==> src/rtl/chgdet_pkg.sv <==
package chgdet_pkg;

  typedef enum logic [2:0] {
    ST_IDLE, ST_DCD, ST_DEBOUNCE, ST_PRIMARY,
    ST_SECONDARY, ST_WINDOW, ST_DONE, ST_EXPIRED
  } seq_state_e;

  typedef enum logic [2:0] {
    PK_NONE, PK_SDP, PK_CDP, PK_DCP, PK_PROP_A, PK_PROP_B, PK_LOWCUR
  } port_kind_e;

  typedef struct packed {
    logic allow_n;
    logic found;
    logic sw_open_n;
  } pins_t;

  localparam pins_t PINS_NODEV = '{allow_n: 1'b1, found: 1'b0, sw_open_n: 1'b1};

  // Classes that may draw high current
  function automatic logic kind_high_current(port_kind_e k);
    return (k == PK_CDP) || (k == PK_DCP) || (k == PK_PROP_A) || (k == PK_PROP_B);
  endfunction

  // Classes that carry USB data traffic
  function automatic logic kind_data_port(port_kind_e k);
    return (k == PK_SDP) || (k == PK_CDP);
  endfunction

  function automatic pins_t encode_pins(logic done, port_kind_e k, logic bat);
    pins_t p;
    p = PINS_NODEV;
    if (done) begin
      p.allow_n   = 1'b0;
      p.found     = kind_high_current(k);
      p.sw_open_n = !(kind_data_port(k) && bat);
    end
    return p;
  endfunction

  function automatic int max3(int a, int b, int c);
    int m;
    m = (a > b) ? a : b;
    return (m > c) ? m : c;
  endfunction

endpackage

==> src/rtl/chgdet_sync.sv <==
module chgdet_sync #(
  parameter int W = 1
) (
  input  logic         clk,
  input  logic         rst_n,
  input  logic [W-1:0] d_i,
  output logic [W-1:0] q_o
);
  logic [W-1:0] meta_q;
  logic [W-1:0] stab_q;

  always_ff @(posedge clk or negedge rst_n) begin
    if (!rst_n) begin
      meta_q <= '0;
      stab_q <= '0;
    end else begin
      meta_q <= d_i;
      stab_q <= meta_q;
    end
  end

  assign q_o = stab_q;
endmodule

==> src/rtl/chgdet_ticker.sv <==
module chgdet_ticker #(
  parameter int CW = 8
) (
  input  logic          clk,
  input  logic          rst_n,
  input  logic          tick_i,
  input  logic          clr_i,
  input  logic          run_i,
  input  logic [CW-1:0] limit_i,
  output logic [CW-1:0] cnt_o,
  output logic          done_o
);
  logic [CW-1:0] cnt_q;

  always_ff @(posedge clk or negedge rst_n) begin
    if (!rst_n) begin
      cnt_q <= '0;
    end else if (clr_i) begin
      cnt_q <= '0;
    end else if (run_i && tick_i && (cnt_q < limit_i)) begin
      cnt_q <= cnt_q + 1'b1;
    end
  end

  assign cnt_o  = cnt_q;
  assign done_o = (cnt_q >= limit_i);
endmodule

==> src/rtl/chgdet_fsm.sv <==
module chgdet_fsm
  import chgdet_pkg::*;
#(
  parameter int CW     = 8,
  parameter int DCD_L  = 10,
  parameter int DEB_L  = 5,
  parameter int DBP_L  = 20
) (
  input  logic          clk,
  input  logic          rst_n,
  input  logic          vbus_s,
  input  logic          contact_s,
  input  logic          prim_s,
  input  logic          sec_s,
  input  logic          win_a_s,
  input  logic          win_b_s,
  input  logic          bat_s,
  input  logic          tmr_done,
  output logic          tmr_clr,
  output logic          tmr_run,
  output logic [CW-1:0] tmr_limit,
  output seq_state_e    state_o,
  output port_kind_e    kind_o,
  output logic          ev_dcd_timeout,
  output logic          ev_dbp_expire,
  output logic          ev_rearm
);
  localparam logic [CW-1:0] LIM_DCD = CW'(DCD_L);
  localparam logic [CW-1:0] LIM_DEB = CW'(DEB_L);
  localparam logic [CW-1:0] LIM_DBP = CW'(DBP_L);

  seq_state_e state_q, state_d;
  port_kind_e kind_q, kind_d;
  logic       bat_q;

  always_comb begin
    state_d        = state_q;
    kind_d         = kind_q;
    tmr_run        = 1'b0;
    tmr_limit      = LIM_DCD;
    ev_dcd_timeout = 1'b0;
    ev_dbp_expire  = 1'b0;
    ev_rearm       = 1'b0;
    if (!vbus_s) begin
      state_d = ST_IDLE;
      kind_d  = PK_NONE;
    end else begin
      case (state_q)
        ST_IDLE: state_d = ST_DCD;
        ST_DCD: begin
          tmr_limit = LIM_DCD;
          tmr_run   = 1'b1;
          if (contact_s) begin
            state_d = ST_DEBOUNCE;
          end else if (tmr_done) begin
            state_d        = ST_WINDOW;
            ev_dcd_timeout = 1'b1;
          end
        end
        ST_DEBOUNCE: begin
          tmr_limit = LIM_DEB;
          tmr_run   = 1'b1;
          if (tmr_done) state_d = ST_PRIMARY;
        end
        ST_PRIMARY: begin
          if (!prim_s) begin
            kind_d  = PK_SDP;
            state_d = ST_DONE;
          end else begin
            state_d = ST_SECONDARY;
          end
        end
        ST_SECONDARY: begin
          kind_d  = sec_s ? PK_DCP : PK_CDP;
          state_d = ST_DONE;
        end
        ST_WINDOW: begin
          if (win_a_s)      kind_d = PK_PROP_A;
          else if (win_b_s) kind_d = PK_PROP_B;
          else              kind_d = PK_LOWCUR;
          state_d = ST_DONE;
        end
        ST_DONE: begin
          tmr_limit = LIM_DBP;
          tmr_run   = !bat_s;
          if (!bat_s && tmr_done) begin
            state_d       = ST_EXPIRED;
            ev_dbp_expire = 1'b1;
          end
        end
        ST_EXPIRED: begin
          tmr_limit = LIM_DBP;
          if (bat_s && !bat_q) begin
            state_d  = ST_DCD;
            kind_d   = PK_NONE;
            ev_rearm = 1'b1;
          end
        end
        default: state_d = ST_IDLE;
      endcase
    end
  end

  // Any change of state restarts the shared interval; a good battery cancels the dead-battery count
  assign tmr_clr = (state_d != state_q) || ((state_q == ST_DONE) && bat_s);

  always_ff @(posedge clk or negedge rst_n) begin
    if (!rst_n) begin
      state_q <= ST_IDLE;
      kind_q  <= PK_NONE;
      bat_q   <= 1'b0;
    end else begin
      state_q <= state_d;
      kind_q  <= kind_d;
      bat_q   <= bat_s;
    end
  end

  assign state_o = state_q;
  assign kind_o  = kind_q;
endmodule

==> src/rtl/chgdet_encoder.sv <==
module chgdet_encoder
  import chgdet_pkg::*;
(
  input  logic       clk,
  input  logic       rst_n,
  input  seq_state_e state_i,
  input  port_kind_e kind_i,
  input  logic       bat_s,
  output pins_t      pins_o
);
  pins_t pins_q;

  always_ff @(posedge clk or negedge rst_n) begin
    if (!rst_n) pins_q <= PINS_NODEV;
    else        pins_q <= encode_pins(state_i == ST_DONE, kind_i, bat_s);
  end

  assign pins_o = pins_q;
endmodule

==> src/rtl/chgdet_seq.sv <==
module chgdet_seq
  import chgdet_pkg::*;
#(
  parameter int DCD_TICKS = 600,
  parameter int DEB_TICKS = 130,
  parameter int DBP_TICKS = 1800000
) (
  input  logic clk,
  input  logic rst_n,
  input  logic tick_i,
  input  logic vbus_ok_i,
  input  logic contact_i,
  input  logic prim_chg_i,
  input  logic sec_dcp_i,
  input  logic win_a_i,
  input  logic win_b_i,
  input  logic bat_good_i,
  output logic chg_allow_n_o,
  output logic chg_found_o,
  output logic sw_open_n_o
);
  localparam int NFLAG = 7;
  localparam int CW    = $clog2(max3(DCD_TICKS, DEB_TICKS, DBP_TICKS) + 1);

  logic [NFLAG-1:0] raw_flags, syn_flags;
  logic vbus_s, contact_s, prim_s, sec_s, win_a_s, win_b_s, bat_s;

  assign raw_flags = {vbus_ok_i, contact_i, prim_chg_i, sec_dcp_i, win_a_i, win_b_i, bat_good_i};

  chgdet_sync #(.W(NFLAG)) u_sync (
    .clk   (clk),
    .rst_n (rst_n),
    .d_i   (raw_flags),
    .q_o   (syn_flags)
  );

  assign {vbus_s, contact_s, prim_s, sec_s, win_a_s, win_b_s, bat_s} = syn_flags;

  logic          tmr_clr, tmr_run, tmr_done;
  logic [CW-1:0] tmr_limit, tmr_cnt;
  seq_state_e    state_q;
  port_kind_e    kind_q;
  logic          ev_dcd_timeout, ev_dbp_expire, ev_rearm;
  pins_t         pins;

  chgdet_ticker #(.CW(CW)) u_ticker (
    .clk     (clk),
    .rst_n   (rst_n),
    .tick_i  (tick_i),
    .clr_i   (tmr_clr),
    .run_i   (tmr_run),
    .limit_i (tmr_limit),
    .cnt_o   (tmr_cnt),
    .done_o  (tmr_done)
  );

  chgdet_fsm #(
    .CW    (CW),
    .DCD_L (DCD_TICKS),
    .DEB_L (DEB_TICKS),
    .DBP_L (DBP_TICKS)
  ) u_fsm (
    .clk            (clk),
    .rst_n          (rst_n),
    .vbus_s         (vbus_s),
    .contact_s      (contact_s),
    .prim_s         (prim_s),
    .sec_s          (sec_s),
    .win_a_s        (win_a_s),
    .win_b_s        (win_b_s),
    .bat_s          (bat_s),
    .tmr_done       (tmr_done),
    .tmr_clr        (tmr_clr),
    .tmr_run        (tmr_run),
    .tmr_limit      (tmr_limit),
    .state_o        (state_q),
    .kind_o         (kind_q),
    .ev_dcd_timeout (ev_dcd_timeout),
    .ev_dbp_expire  (ev_dbp_expire),
    .ev_rearm       (ev_rearm)
  );

  chgdet_encoder u_enc (
    .clk     (clk),
    .rst_n   (rst_n),
    .state_i (state_q),
    .kind_i  (kind_q),
    .bat_s   (bat_s),
    .pins_o  (pins)
  );

  assign chg_allow_n_o = pins.allow_n;
  assign chg_found_o   = pins.found;
  assign sw_open_n_o   = pins.sw_open_n;
endmodule

==> config.mk <==
export PLATFORM = sky130hd
export DESIGN_NAME = chgdet_seq
export DESIGN_NICKNAME = d
export VERILOG_FILES = /design/src/rtl/chgdet_pkg.sv /design/src/rtl/chgdet_sync.sv /design/src/rtl/chgdet_ticker.sv /design/src/rtl/chgdet_fsm.sv /design/src/rtl/chgdet_encoder.sv /design/src/rtl/chgdet_seq.sv
export SDC_FILE = /design/constraint.sdc
export NUM_CORES = 1
export LEC_CHECK = 0
export ABC_AREA = 1
export BUFFER_PORTS_ARGS = -buffer_cell sky130_fd_sc_hd__clkbuf_2
export CORE_MARGIN = 3
export CORE_UTILIZATION = 60
export DETAILED_ROUTE_END_ITERATION = 6
export PLACE_DENSITY = 0.89
export SLEW_MARGIN = 5
export SYNTH_ARGS = -nofsm -noshare
export SYNTH_HDL_FRONTEND = slang
export SYNTH_SLANG_ARGS = --single-unit
==> constraint.sdc <==
create_clock -name clk -period 3.5 [get_ports clk]
set_input_delay 0.175 -clock clk [delete_from_list [all_inputs] [get_ports clk]]
set_output_delay 0.175 -clock clk [all_outputs]
set_load 0.1 [all_outputs]
==> results of run 1 <==
==> final cells by class <==
cell class	instances	area, um2
multi-input cells	210	1320
fillers	317	1220
flip-flops and latches	45	1130
repair buffers	22	153
inverters	35	151
clock buffers	5	68.8
well taps	50	62.6
clock inverters	3	47.5
==> per-stage QoR <==
stage	cells	setup WS [ns]	utilization, %	hold WS, ns
final	370	0.514	70.6	0.0443
after global routing	370	0.212	70.6	0.138
after CTS	370	0.229	70.4	0.0929
after detailed placement	355	0.267	65.9	0.285
after global placement	355	0.450	65.9	0.284
after floorplan	297	0.857	-	-0.121
==> final timing paths <==
kind / start / to / slack [ns] / cells past startpoint
min in group clk: u_sync.meta_q[0]$_DFF_PN0_ / u_sync.q_o[0]$_DFF_PN0_ / 0.35 / 0
worst min-delay path: rst_n / u_enc.pins_o[1]$_DFF_PN0_ / 0.04 / 1
worst max-delay path: u_fsm.state_o[2]$_DFF_PN0_ / u_ticker.cnt_o[2]$_DFFE_PN0P_ / 0.51 / 20
max in group asynchronous: rst_n / u_ticker.cnt_o[9]$_DFFE_PN0P_ / 2.79 / 1
worst min register to register: u_sync.meta_q[0]$_DFF_PN0_ / u_sync.q_o[0]$_DFF_PN0_ / 0.35 / 0
worst max register to register: u_fsm.state_o[2]$_DFF_PN0_ / u_ticker.cnt_o[2]$_DFFE_PN0P_ / 0.51 / 20
==> logic make-up (layout without fill, tap and decap cells) <==
kind of cell    after synthesis  count (layout)  share of synthesized area, %
flops                        45              45                          42.3
fa+ha+maj                    14              14                          6.57
simple gates                150             150                          29.8
buf+inv                      42              65                          8.59
xor+xnor                     21              21                          6.90
compound gates               25              25                          5.78
==> synth_stat cells, types with 2 or more instances <==
master,number
xor2_1,17
nand2_1,52
a21oi_1,8
nor3_1,9
nand2_2,3
nand2_4,2
o21ai_0,5
nor2_1,25
xnor2_1,4
buf_6,5
ha_1,14
nor2_2,26
nand3_2,6
dfrtp_1,43
inv_1,30
a31oi_1,2
dfstp_2,2
clkinv_4,2
nand4_1,5
nand3_1,13
==> power by group <==
| part | internal (mW) | leakage, nW | switching (mW) |
|---|---|---|---|
| combinational | 0.137 | 0.721 | 0.358 |
| clock | 0.218 | 0.0591 | 0.188 |
| sequential | 0.554 | 0.584 | 0.0322 |
==> flip-flops by register name, summed over array words and instances (netlist names) <==
| name | flops |
|---|---|
| u_ticker.cnt_o | 21 |
| u_sync.meta_q | 7 |
| u_sync.q_o | 7 |
| u_enc.pins_o | 3 |
| u_fsm.kind_o | 3 |
| u_fsm.state_o | 3 |
| u_fsm.bat_q | 1 |
==> repair_timing <==
action,in CTS,in global routing
hold buffers,7,0
hold endpoints to repair,7,0
resized for setup,0,1
endpoints found under the setup margin,0,20
==> worst max-delay path, stage by stage, from the launching register on <==
cell and delay (ns):
dfrtp_1 0.39, nand3_1 0.36, nand2_1 0.15, ha_1 0.34, nand2_1 0.08, nand2_1 0.04
a21oi_1 0.15, nand3_2 0.08, nand2_1 0.06, nand2_1 0.05, nand2_1 0.06, nand2_1 0.07
nand2_2 0.08, nand3_2 0.08, nand2_2 0.10, nand2_2 0.05, nand3_1 0.07, nand2_1 0.06
nor2_2 0.13, nand3_4 0.31, nor2_2 0.20
==> metal layers <==
layer  track usage (%)  share of wire (%)  routed length (um)
met3              3.86                3.6                 180
met1              27.8                 46                2280
met2              36.6                 48                2410
met5                 0                  0                   0
met4              8.40                2.0                  99
==> layout by cell type, fill, tap and decap left out, drive strengths merged <==
| master | instances |
|---|---|
| dlygate4sd3 | 7 |
| o31ai | 1 |
| inv | 35 |
| nand2 | 57 |
| nor3 | 11 |
| o311a | 1 |
| a21oi | 9 |
| nand4 | 6 |
| o21a | 1 |
| nor4 | 2 |
| and2 | 1 |
| xor2 | 17 |
| a21boi | 1 |
| nor2 | 52 |
| nor3b | 1 |
| clkbuf | 17 |
| dfstp | 2 |
| dfrtp | 43 |
| clkinv | 2 |
| or3 | 1 |
| nand3 | 19 |
| o2111ai | 1 |
| o211ai | 1 |
| buf | 3 |
| o21ai | 6 |
| o22ai | 1 |
| a31oi | 2 |
| xnor2 | 4 |
| ha | 14 |
| a211oi | 1 |
| bufinv | 1 |
==> reports/qor.yml, run 1 <==
logic_synthesis:
  syn_nets: 321
  netlist_top_cells_area: "dfrtp_1 40%, nand2_1 7.3%, ha_1 6.6%"
  synthArstFlopShare_pct: 100
  synth_top_area_share_pct: 40.4
  synth_cells: 297
  synth_top_area_cell: "dfrtp_1"
  synth_edf_count: 0
  ys_warn_count: 0
  synth_area_per_cell_um2: 8.97
  synth-seq-cells: 45
  synth_cell_types: 44
  ys_seq_area_share_pct: 42.3
  synthesis.area_um2: 2670
  synthFlopType: "dfrtp_1"
clock_network:
  cts_setup_buffers: 0
  cts_buffer_depth: 2
  cts.reportedPaths.clkPinSlew_ns: 0.09
  cts.sinks: 45
  numCtsBuffers: 5
  cts_tree: "yes"
  cts-root-buf: "clkbuf_8"
  clock_latency_ns: 0.31
  cts_htree_levels: 2
route:
  wire_per_inst_um: 13.4
  drtAntennaViolNets: 0
  first_iter_violations: 97
  routed_wl_mm: 4.97
  viasPerCell: 5.38
  first_pass_iters: 4
  num_vias: 1991
  drc: 0
pwr:
  p_total_mw: 1.49
  power_leakage_nw: 1.37
  power_density_nw_per_um2: 508
  vdd_drop_max_mv: 0.363
finish:
  drive_gt1_share_pct: 23.1
  layout.nets: 343
  syn_to_final_growth_pct: 9.81
  finalInstanceArea_um2: 2930
  num_antenna_cells: 0
placement:
  gp_congestion: 0.879
  dpl.hpwl_mm: 3.48
  dpl_cell_area_um2: 2730
  port_buffers: 12
critical_path:
  crit_type: "reg2reg"
  end_kind: "flip-flop"
  path_max_fanout: 21
  worstPathArrival_ns: 3.22
  crit_path_start_kind: "flip-flop"
  crit_required_ns: 3.73
grt:
  antenna_found_initial: 0
  grt_first_pass_wirelength_mm: 8.84
  grtUsageTotal_pct: 21.7
  overflow: 0
  grt_start_max_net_pins: 46
  grt_pass1_vias: 1962
sta:
  relSlewSlack_pct: 28.9
  maxSlewViolCount: 0
  tightest_slew_ns: 1.07
  min_period_over_period_pct: 85.3
  fmaxAchievable_mhz: 335
  setup_violations: 0
  rsz0062_at_grt: "false"
  skew_ns: 0.00922
  period_minus_slack_ns: 2.99
  fin_setup_tns_ns: 0
  hold_viol: 0
die:
  core-area_um2: 4140
  row_count: 23
  fp.dieW_um: 72.6
  die_height_um: 72.6
  initial_utilization_pct: 64.3
  ios: 13
  die-area_um2: 5280
run:
  drv_cap: 0
min_path:
  hold_class: "in2async"
outcome:
  status: "finished clean"
Note: power is estimated with default switching activity, not from simulation.
==> run 2, diff against run 1 <==
clock period = 3.3 ns   (was 3.5 ns; I/O delays follow)
==> reports/qor.yml, run 2 (same netlist as run 1, synthesis figures left out) <==
placement:
  gp_congestion: 0.856
  port_buffers: 12
  place_ws_ns: -0.0100
  dpl_cell_area_um2: 2730
  dpl.hpwl_mm: 3.39
sta:
  min_period_over_period_pct: 89.1
  maxSlewViolCount: 0
  fmaxAchievable_mhz: 340
  tightest_slew_ns: 1.05
  hold_viol: 0
  worst_slack_ns: 0.361
  rsz0062_at_grt: "false"
  skew_ns: 0.00727
  period_minus_slack_ns: 2.94
  setup_violations: 0
  relSlewSlack_pct: 30.3
run:
  drv_cap: 0
critical_path:
  worstPathArrival_ns: 3.17
  cp_slowest_cell: "dfrtp_1"
  slowest_delay_ns: 0.40
  crit_family: "simple AND/OR/NAND/NOR gates"
  cpMostUsedCell: "nand2_1"
  crit_required_ns: 3.53
  crit_type: "reg2reg"
  worst_r2r_endpoint: "u_ticker.cnt_o[0]$_DFFE_PN0P_"
  path_max_fanout: 21
  r2r-start: "u_sync.q_o[6]$_DFF_PN0_"
  crit_path_start_kind: "flip-flop"
  ff2ff_path_depth: 21
  startpoint: "u_sync.q_o[6]$_DFF_PN0_"
  cp_cell_sequence: "buf_4, nand4_4, nand2_1, ha_1, nand2_1, inv_1, a21oi_1, nand3_2, nand2_1, nand2_1, nand2_1, nand2_1, nand2_2, nand3_2, nand2_2, nand2_2, nand3_1, nand2_1, nor2_2, nand3_4, nor2_1"
  cp_num_buf_inv: 2
  rrSetupSlack_ns: 0.36
  end_kind: "flip-flop"
clock_network:
  cts.sinks: 45
  cts_buffer_depth: 2
  cts.reportedPaths.clkPinSlew_ns: 0.09
  cts_htree_levels: 2
  cts-root-buf: "clkbuf_8"
  cts_setup_buffers: 0
  clock_latency_ns: 0.31
  numCtsBuffers: 5
  cts_tree: "yes"
route:
  num_vias: 2050
  first_pass_iters: 5
  drtAntennaViolNets: 0
  wire_per_inst_um: 13.7
  viasPerCell: 5.54
  drc: 0
  routed_wl_mm: 5.07
  first_iter_violations: 115
finish:
  layout_common_cells: "52 x nand2_1, 43 x dfrtp_1, 30 x inv_1"
  num_antenna_cells: 0
  drive_gt1_share_pct: 23.4
  finalInstanceArea_um2: 2940
  largest_register_ffs: 21
  syn_to_final_growth_pct: 10.4
  fill_cells: 302
  layout.nets: 343
  layout_commonest_cell: "nand2_1"
die:
  die-area_um2: 5280
  die_height_um: 72.6
  initial_utilization_pct: 64.3
  row_count: 23
  ios: 13
  fp.dieW_um: 72.6
  core-area_um2: 4140
grt:
  grt_pass1_vias: 2028
  grtUsageTotal_pct: 21.4
  antenna_found_initial: 0
  grt_first_pass_wirelength_mm: 8.67
  grt_start_max_net_pins: 46
  overflow: 0
pwr:
  p_total_mw: 1.59
  power_leakage_nw: 1.37
  seq_power_share_pct: 39.5
  pwr-share-clk_pct: 27.3
  swShare_pct: 39.3
  power.share.combinational_pct: 33.2
  vdd_drop_max_mv: 0.394
  power_density_nw_per_um2: 541
  intPower_uw: 967
  switchingPower_uw: 626
min_path:
  hold_class: "in2async"
outcome:
  status: "finished clean"
==> run 2: cell types whose count changed in the layout (fill, tap and decap cells not counted), sizes merged <==
cell,before,now
inv,35,34
clkinv,2,3
==> run 2: area by class of cell <==
cell class	count	area, um2	share of cell area [%]
clock buffers	5	68.8	2.34
clock inverters	3	50.0	1.70
inverters	35	151	5.15
multi-input cells	210	1330	45.1
flip-flops and latches	45	1130	38.4
well taps	50	62.6	2.13
repair buffers	22	153	5.19
==> run 2: through the flow <==
step                cells  hold slack, ns  util (%)  TNS, ns
floorplan             297          -0.131         -        0
global placement      355           0.274      65.9        0
detailed placement    355           0.275      65.9  -0.0114
CTS                   370          0.0730      70.7        0
global route          370           0.125      71.0        0
finish                370          0.0279      71.0        0
==> run 2: routing by layer <==
metal	track usage [%]	part of all wire, %	vias to the layer above
li1	-	-	997
met1	26.9	43	961
met2	33.7	48	72
met3	5.23	6.3	20
met4	12.1	3.1	0
met5	0	0	-
==> run 2: worst max-delay path by stage <==
stage / cells past startpoint / slack (ns) / end
final: 21 / 0.36 / u_ticker.cnt_o[0]$_DFFE_PN0P_
after floorplan: 21 / 0.66 / u_ticker.cnt_o[5]$_DFFE_PN0P_
after global routing: 21 / 0.02 / u_ticker.cnt_o[9]$_DFFE_PN0P_
after detailed placement: 20 / -0.01 / u_ticker.cnt_o[0]$_DFFE_PN0P_
after CTS: 20 / 0.19 / u_ticker.cnt_o[0]$_DFFE_PN0P_
after global placement: 20 / 0.08 / u_ticker.cnt_o[0]$_DFFE_PN0P_
==> run 2: what timing repair did <==
item,4_1_cts,5_1_grt
setup endpoints to repair,21,21
pin swaps,0,0
gates resized for setup,1,2
hold endpoints to repair,7,0
hold buffers,7,0
==> run 2: power groups by stage <==
stage / clock network [mW] / logic [mW] / registers, mW
after floorplan: 0 / 0.476 / 0.627
after global placement: 0 / 0.486 / 0.634
after detailed placement: 0 / 0.499 / 0.635
after CTS: 0.447 / 0.528 / 0.624
after global routing: 0.465 / 0.582 / 0.635
final: 0.434 / 0.529 / 0.630
